--- src/rtl/dpram_pkg.sv ---
// Package: shared types for the dual-port RAM.
// Assumes: port controls are active low; select high means no access.
package dpram_pkg;

    typedef enum logic [1:0] {
        ACC_IDLE  = 2'd0,
        ACC_READ  = 2'd1,
        ACC_WRITE = 2'd2
    } acc_e;

    // Turn the active-low select and write strobe into an access kind.
    function automatic acc_e decode_acc(input logic csn, input logic wen);
        if (csn)
            return ACC_IDLE;
        else if (wen)
            return ACC_READ;
        else
            return ACC_WRITE;
    endfunction

endpackage

--- src/rtl/dpram_port_in.sv ---
// Module: input register stage of one port.
// Captures the port request on each rising edge and decodes it into an
// access kind. Reset forces an idle request, so nothing present while
// rst_n is low reaches the array.
module dpram_port_in
    import dpram_pkg::*;
#(
    parameter int ADDR_W = 6,
    parameter int WIDTH  = 16
) (
    input  logic              clk,
    input  logic              rst_n,
    input  logic              csn_i,
    input  logic              wen_i,
    input  logic [ADDR_W-1:0] addr_i,
    input  logic [WIDTH-1:0]  din_i,
    output acc_e              acc_o,
    output logic [ADDR_W-1:0] addr_o,
    output logic [WIDTH-1:0]  din_o
);

    // Register the decoded request, address and write data.
    always_ff @(posedge clk) begin
        if (!rst_n) begin
            acc_o  <= ACC_IDLE;
            addr_o <= '0;
            din_o  <= '0;
        end else begin
            acc_o  <= decode_acc(csn_i, wen_i);
            addr_o <= addr_i;
            din_o  <= din_i;
        end
    end

endmodule

--- src/rtl/dpram_array.sv ---
// Module: storage array with two write ports and two read paths.
// Read paths are combinational from the array. A same-edge write is not
// yet visible on them, which gives read-before-write to the output
// registers. When both ports write one word, port B's write is
// suppressed and port A's data is kept. The contents are not reset.
module dpram_array
    import dpram_pkg::*;
#(
    parameter int DEPTH  = 64,
    parameter int WIDTH  = 16,
    parameter int ADDR_W = $clog2(DEPTH)
) (
    input  logic              clk,
    input  acc_e              acc_a,
    input  acc_e              acc_b,
    input  logic [ADDR_W-1:0] addr_a,
    input  logic [ADDR_W-1:0] addr_b,
    input  logic [WIDTH-1:0]  din_a,
    input  logic [WIDTH-1:0]  din_b,
    output logic [WIDTH-1:0]  rdata_a,
    output logic [WIDTH-1:0]  rdata_b,
    output logic              clash_o
);

    logic [WIDTH-1:0] mem [DEPTH];
    logic             wr_a;
    logic             wr_b;

    // Flag a double write to the same word in this access cycle.
    always_comb begin
        wr_a    = (acc_a == ACC_WRITE);
        wr_b    = (acc_b == ACC_WRITE);
        clash_o = wr_a && wr_b && (addr_a == addr_b);
    end

    // Perform the writes; port B yields to port A on a clash.
    always_ff @(posedge clk) begin
        if (wr_b && !clash_o)
            mem[addr_b] <= din_b;
        if (wr_a)
            mem[addr_a] <= din_a;
    end

    // Present the stored words at both addresses.
    always_comb begin
        rdata_a = mem[addr_a];
        rdata_b = mem[addr_b];
    end

endmodule

--- src/rtl/dpram_port_out.sv ---
// Module: read-data output register of one port.
// Loads only when the port performed a read in the access cycle. It
// holds its value otherwise, both when the port is idle and when it wrote.
module dpram_port_out #(
    parameter int WIDTH = 16
) (
    input  logic             clk,
    input  logic             rst_n,
    input  logic             load_i,
    input  logic [WIDTH-1:0] data_i,
    output logic [WIDTH-1:0] q_o
);

    // Capture read data on a read, clear it on reset.
    always_ff @(posedge clk) begin
        if (!rst_n)
            q_o <= '0;
        else if (load_i)
            q_o <= data_i;
    end

endmodule

--- src/rtl/dpram_ab.sv ---
// Module: dual-port RAM top with active-low port controls.
// Two identical port front ends register their requests. The shared array
// serves both in the following cycle, and each port's output register
// loads the read result. Assumes one clock for both ports and a
// synchronous active-low reset.
module dpram_ab
    import dpram_pkg::*;
#(
    parameter int DEPTH = 64,
    parameter int WIDTH = 16,
    localparam int ADDR_W = $clog2(DEPTH)
) (
    input  logic              clk,
    input  logic              rst_n,
    input  logic              a_csn,
    input  logic              a_wen,
    input  logic [ADDR_W-1:0] a_addr,
    input  logic [WIDTH-1:0]  a_din,
    output logic [WIDTH-1:0]  a_q,
    input  logic              b_csn,
    input  logic              b_wen,
    input  logic [ADDR_W-1:0] b_addr,
    input  logic [WIDTH-1:0]  b_din,
    output logic [WIDTH-1:0]  b_q,
    output logic              clash_o
);

    localparam int NPORT = 2;

    logic [NPORT-1:0]             csn_v;
    logic [NPORT-1:0]             wen_v;
    logic [NPORT-1:0][ADDR_W-1:0] addr_v;
    logic [NPORT-1:0][WIDTH-1:0]  din_v;
    acc_e                         acc_v [NPORT];
    logic [NPORT-1:0][ADDR_W-1:0] rq_addr;
    logic [NPORT-1:0][WIDTH-1:0]  rq_din;
    logic [NPORT-1:0][WIDTH-1:0]  rdata_v;
    logic [NPORT-1:0][WIDTH-1:0]  q_v;
    logic [NPORT-1:0]             rq_rd;
    logic [NPORT-1:0]             rq_wr;
    logic                         clash_w;
    logic                         clash_q;

    // Gather the two port interfaces into indexed vectors.
    always_comb begin
        csn_v  = {b_csn, a_csn};
        wen_v  = {b_wen, a_wen};
        addr_v = {b_addr, a_addr};
        din_v  = {b_din, a_din};
        a_q    = q_v[0];
        b_q    = q_v[1];
    end

    for (genvar p = 0; p < NPORT; p++) begin : g_port
        dpram_port_in #(.ADDR_W(ADDR_W), .WIDTH(WIDTH)) u_in (
            .clk    (clk),
            .rst_n  (rst_n),
            .csn_i  (csn_v[p]),
            .wen_i  (wen_v[p]),
            .addr_i (addr_v[p]),
            .din_i  (din_v[p]),
            .acc_o  (acc_v[p]),
            .addr_o (rq_addr[p]),
            .din_o  (rq_din[p])
        );

        // Expose the registered access kind as read and write strobes.
        always_comb begin
            rq_rd[p] = (acc_v[p] == ACC_READ);
            rq_wr[p] = (acc_v[p] == ACC_WRITE);
        end

        dpram_port_out #(.WIDTH(WIDTH)) u_out (
            .clk    (clk),
            .rst_n  (rst_n),
            .load_i (rq_rd[p]),
            .data_i (rdata_v[p]),
            .q_o    (q_v[p])
        );
    end

    dpram_array #(.DEPTH(DEPTH), .WIDTH(WIDTH), .ADDR_W(ADDR_W)) u_array (
        .clk     (clk),
        .acc_a   (acc_v[0]),
        .acc_b   (acc_v[1]),
        .addr_a  (rq_addr[0]),
        .addr_b  (rq_addr[1]),
        .din_a   (rq_din[0]),
        .din_b   (rq_din[1]),
        .rdata_a (rdata_v[0]),
        .rdata_b (rdata_v[1]),
        .clash_o (clash_w)
    );

    // Register the clash so it lines up with the read-data outputs.
    always_ff @(posedge clk) begin
        if (!rst_n)
            clash_q <= 1'b0;
        else
            clash_q <= clash_w;
    end

    assign clash_o = clash_q;

endmodule

--- config.mk ---
export PLATFORM = sky130hd
export DESIGN_NAME = dpram_ab
export DESIGN_NICKNAME = d
export VERILOG_FILES = /design/src/rtl/dpram_pkg.sv /design/src/rtl/dpram_port_in.sv /design/src/rtl/dpram_array.sv /design/src/rtl/dpram_port_out.sv /design/src/rtl/dpram_ab.sv
export SDC_FILE = /design/constraint.sdc
export NUM_CORES = 2
export LEC_CHECK = 0
export CAP_MARGIN = 10
export CORE_MARGIN = 2
export CORE_UTILIZATION = 30
export DETAILED_ROUTE_END_ITERATION = 16
export GPL_ROUTABILITY_DRIVEN = 0
export PLACE_DENSITY = 0.43
export SLEW_MARGIN = 20
export SYNTH_ARGS = -nofsm -noshare
export SYNTH_HDL_FRONTEND = slang
export SYNTH_HIERARCHICAL = 1
export SYNTH_SLANG_ARGS = --single-unit
--- constraint.sdc ---
create_clock -name clk -period 3.1 [get_ports clk]
set_clock_uncertainty 0.1 [all_clocks]
set_input_delay 0.465 -clock clk [delete_from_list [all_inputs] [get_ports clk]]
set_output_delay 0.465 -clock clk [all_outputs]
set_load 0.05 [all_outputs]
-- Word-level counts from Yosys, hierarchy flattened
Memories as Yosys holds them, arrays and structs flattened. A register that Yosys moved wholly into a read port is not among the register bits.
Index checks and enable logic that the tools add are counted.
- flip-flop bits (word level): 49
- bits in latches: 0
- memory bits (writable): 1024
- bits in read-only memories: 0
- bits of input ports: 50
- output and inout port bits: 33
- logic and storage cells: 28
- memories: 1
- memory list (name ; depth ; bits a word ; rd ports ; clocked after Yosys merged registers in ; wr ports ; RTL line ; RTL):
    u_array.mem ; 64 ; 16 ; 2 ; 2 ; 2 ; dpram_array.sv:25 ; logic [WIDTH-1:0] mem [DEPTH];
- $add $sub $neg: 0
- $mul: 0
- divide/modulo/power cells: 0
- order comparisons: 0
- eq/ne operators: 5
- shifts and indexed selects: 0
- mux-type cells: 6
- bitwise operators: 1
- reduce and logical (&&, ||, !) cells: 8
- operator list (operator ; count):
    equality test 6 bit ; 1
    equality test 2 x 1 -> 1 bit (second input constant) ; 2
    equality test 2 bit (second input constant) ; 2
    2-to-1 mux 1 bit ; 4
    2-to-1 mux 2 bit ; 2
    OR reduction 2 bit ; 2
    logical AND 1 bit ; 3
    zero test 1 bit ; 3
    inverter 1 bit ; 1

-- Depth between registers and ports, before layout
- depth in word-level cells: 7
- gate-level depth with buffers: 14
- gate-level depth less buffers: 8

-- By module
Netlist, hierarchy kept.
- modules (own cells, without submodules) (module ; times used ; cells each ; area an instance (um^2) ; seq. area each (um^2)):
    dpram_array ; 1 ; 4747 ; 60777.0 ; 30749.5
    dpram_port_in ; 2 ; 50 ; 678.2 ; 480.5
    dpram_port_out ; 2 ; 51 ; 615.6 ; 320.3
    dpram_ab ; 1 ; 4 ; 53.8 ; 20.0

-- Worst setup path before layout
Ideal clock, no wire load.
- path type: register to register
- start: reg g_port[1].u_in.addr_o[2]
- end: mem u_array.mem[11][0] (enable)
- setup time: 411 ps
- data arrival time: 2867 ps
- required time: 2589 ps
- setup slack: -278 ps
- stages on the path, launching flop included: 10
- path buffers: 6
- clock period less this slack: 3378 ps
- path through: dfxtp_1 buf_6 buf_6 buf_4 buf_6 buf_2 clkbuf_1 and4bb_2 nand2_1 o21ai_0
- RTL lines (what ; RTL line ; RTL):
    start: declaration ; dpram_port_in.sv:18 ; output logic [ADDR_W-1:0] addr_o,
    start signal: assignment ; dpram_port_in.sv:30 ; addr_o <= addr_i;
    end: declaration ; dpram_array.sv:25 ;

==> Flow_metrics.wiki <==
{| class="wikitable"
! Metric !! Value
|-
| Critical Path End Type || flop
|-
| Tot GR Track Use || 0.318
|-
| Final ANT Viol Nets || 0
|-
| Most congested layer reported by global routing || met2
|-
| Num Clock Sinks || 1105
|-
| Reg clk slew, reported paths || 0.06 ns
|-
| Storage element area || 0.0324 mm²
|-
| Transition at the pin with the smallest max-transition slack || 1.24 ns
|-
| Post-synthesis cell type count || 77
|-
| Area of the mapped netlist || 0.0634 mm²
|-
| DR iter-0 viols || 9373
|-
| Pins over their slew limit || 0
|-
| RSZ-0062 raised after global routing || yes
|-
| Clock Root Buffer || clkbuf_16
|-
| Post-layout utilization of the core || 0.393
|-
| Fraction of the cycle the final worst path needs || 1.07
|-
| I/O Buffers || 82
|-
| Count of final hold-check violations || 0
|-
| Post-Place Cells || 8143
|-
| Worst-skew pair later-pin latency || 0.85 ns
|-
| Fraction of the yosys area taken by sequential cells || 0.510
|-
| Number of nets in the synthesized netlist || 5003
|-
| Number of buffers added to fix hold violations after cts || 0
|-
| Peak VDD IR || 0.546 mV
|-
| Via count of the first global-routing pass || 51000
|-
| Type of element launching the critical path || flop
|-
| Nets@finish || 5640
|-
| Clock power share || 0.411
|-
| Met1 Track Usage GR || 0.426
|-
| Post-layout instance count excluding filler cells || 8515
|-
| Number of buffers created by CTS || 139
|-
| Effective utilization at floorplan || 0.302
|-
| Sw power || 11000 µW
|-
| Ranking of synthesized cells by area || edfxtp_1, mux2_2, a22oi_1
|-
| Result of the run || complete, but fails checks
|-
| Count of standard-cell rows || 168
|-
| Remaining design rule violation count || 0
|-
| Ys flop type || edfxtp_1
|-
| Final number of setup-violating endpoints || 23
|-
| Worst setup margin || -0.215 ns
|-
| Violations in the final reports || negative setup slack
|-
| Count of flip-flops with a built-in enable after synthesis || 1024
|-
| Via count of the routed design || 54500
|-
| Portion of total power attributed to sequential cells || 0.427
|-
| Most common library cells after synthesis || mux2_2, edfxtp_1, clkbuf_1
|-
| Library cell with the highest instance count after synthesis || mux2_2
|-
| Part of the total power dissipated in combinational logic || 0.162
|-
| Largest driver fanout on the critical path || 6
|-
| Reported max-cap violation count || 0
|-
| Wire length per cell || 42.0 µm
|-
| Die Wd || 464 µm
|-
| Gate count of the mapped netlist || 4953
|-
| Clock tree from TritonCTS || yes
|-
| Post-synthesis to final-layout area growth || 30.0%
|-
| Maximum number of pins on one net before global-route repair || 74
|-
| Detailed-route wire length || 357 mm
|-
| First-pass DRT Iterations || 6
|-
| Syn_area_per_cell || 12.8 µm²
|-
| Fraction of synthesized cell area taken by the top area cell type || 0.485
|-
| H-tree levels || 4
|-
| Met3 GRT Util || 0.0979
|-
| GRT met2 Usage || 0.458
|-
| Deepest clock path buffer count || 3
|-
| Die ar. || 0.215 mm²
|-
| Vias per std cell || 6.40
|-
| Share of layout cells above drive strength 1 || 0.498
|-
| Placed wire-length estimate || 246 mm
|-
| Internal Pwr Total || 28000 µW
|-
| Count of pins on the block boundary || 83
|-
| Post-synthesis sequential element count || 1105
|-
| Floorplan Core Area || 0.210 mm²
|-
| Die height || 464 µm
|-
| Leakage power figure || 0.0275 µW
|-
| HP Class || in -> reg
|-
| Data required time at the worst endpoint || 3.74 ns
|-
| Switching portion of total power || 0.282
|-
| Async S/R FF share, synth || 0
|-
| Residual overflow from global routing || 0
|-
| Fill cell count || 20100
|-
| Maximum operating frequency || 302 MHz
|-
| Number of antenna violations at the first check in global routing || 42
|-
| Wire length of the first global-routing pass || 470 mm
|-
| Total power divided by cell area || 473 mW/mm²
|-
| Dominant cell type by area after synthesis || edfxtp_1
|-
| Worst relative slew slack || 0.176
|-
| Critical path class || reg -> reg
|-
| Synth warnings || 6
|-
| Clock period minus final worst setup slack || 3.31 ns
|-
| Endpoint arrival time on the critical path || 3.95 ns
|-
| Combined area of the multi-input logic cells || 0.0299 mm²
|}
placed cells by master, fill, tap and decap left out, types with 34 or more instances in the layout:
cell,count
mux2_2,1107
edfxtp_1,1024
buf_4,747
a22oi_1,299
buf_12,231
a221oi_1,224
mux2i_1,172
clkbuf_16,156
nor2_1,141
nand2_1,125
o22ai_1,125
a21oi_1,117
clkdlybuf4s50_1,81
mux4_2,79
o21ai_0,77
o21ai_2,49
a221oi_2,46
a22o_1,43
buf_6,43
o22ai_2,41
dfxtp_1,40
clkbuf_1,37
nor2b_1,35
a22oi_2,34
worst max-delay path, stage by stage, from the launching register on:
cell and delay, ns:
dfxtp_4 0.44, buf_12 0.17, nor2_4 0.06, clkbuf_16 0.18
buf_12 0.16, a221oi_4 0.29, nor3_4 0.08, a2111oi_4 0.45
nand4_1 0.37, or4_4 0.68, mux2i_1 0.15, nor2b_1 0.06
worst paths after layout:
| check | startpoint | to | slack [ns] | cells past startpoint |
|---|---|---|---|---|
| max | g_port[0].u_in/addr_o[2]$_SDFF_PN0_ | g_port[0].u_out/q_o[15]$_SDFFE_PN0P_ | -0.21 | 11 |
| min | rst_n | g_port[0].u_out/q_o[3]$_SDFFE_PN0P_ | 0.04 | 2 |
| max reg2reg | g_port[0].u_in/addr_o[2]$_SDFF_PN0_ | g_port[0].u_out/q_o[15]$_SDFFE_PN0P_ | -0.21 | 11 |
| min reg2reg | g_port[1].u_out/q_o[3]$_SDFFE_PN0P_ | g_port[1].u_out/q_o[3]$_SDFFE_PN0P_ | 0.43 | 2 |
sequential cells by signal, indices dropped and copies added (netlist names):
signal	flops
u_array/mem	1024
g_port.u_in/din_o	32
g_port.u_out/q_o	32
g_port.u_in/addr_o	12
g_port.u_in/acc_o	4
clash_o	1
power groups by stage:
stage | sequential, µW | clock [µW] | combinational (µW)
2_1_floorplan | 16800 | 0 | 2610
3_3_place_gp | 17000 | 0 | 5490
3_5_place_dp | 17000 | 0 | 5520
4_1_cts | 16700 | 16300 | 5770
5_1_grt | 16700 | 16800 | 6340
6_report | 16700 | 16000 | 6300
area by class of cell:
cell class | count | area share
repair buffers | 1129 | 0.147
flip-flops and latches | 1105 | 0.393
clock inverters | 63 | 0.00654
clock buffers | 186 | 0.0463
well taps | 2805 | 0.0426
multi-input cells | 3210 | 0.363
diodes | 12 | 0.000364
inverters | 5 | 0.000410
stage by stage:
| stage | hold slack, ns | worst slack (ns) | setup TNS, ns | total power, µW | instance area [µm²] |
|---|---|---|---|---|---|
| 2_1_floorplan | 0.440 | -0.278 | -133.33 | 19400 | 63400 |
| 3_3_place_gp | 0.404 | -1.38 | -20.55 | 22500 | 75200 |
| 3_5_place_dp | 0.416 | -0.577 | -22.49 | 22500 | 75200 |
| 4_1_cts | 0.0288 | -0.0494 | -0.103 | 38700 | 80800 |
| 5_1_grt | 0.0715 | -0.129 | -0.601 | 39800 | 82500 |
| 6_report | 0.0382 | -0.215 | -1.15 | 39000 | 82500 |
layer usage:
metal / vias up / share of wire
met3: 865 / 0.12
met4: 28 / 0.063
met1: 28200 / 0.40
met5: - / 0.00062
met2: 4152 / 0.41
li1: 21200 / -
cells by family (layout without fill, tap and decap cells):
kind of cell / after synthesis / after routing / synth area share
buffers and inverters: 640 / 1383 / 0.0447
flip-flops: 1105 / 1105 / 0.510
other: 0 / 12 / 0
XOR/XNOR: 6 / 6 / 0.000829
AO/OA/AOI/OAI: 1266 / 1266 / 0.144
multiplexers: 1366 / 1366 / 0.253
AND/OR/NAND/NOR: 570 / 572 / 0.0464
repair_timing:
item,CTS,global route
hold endpoints to repair,0,0
gates cloned,4,10
pin swaps,30,94
setup endpoints to repair,192,51
resized for setup,153,227
setup buffers,61,53
No activity file was read; power rests on OpenSTA's default activity.
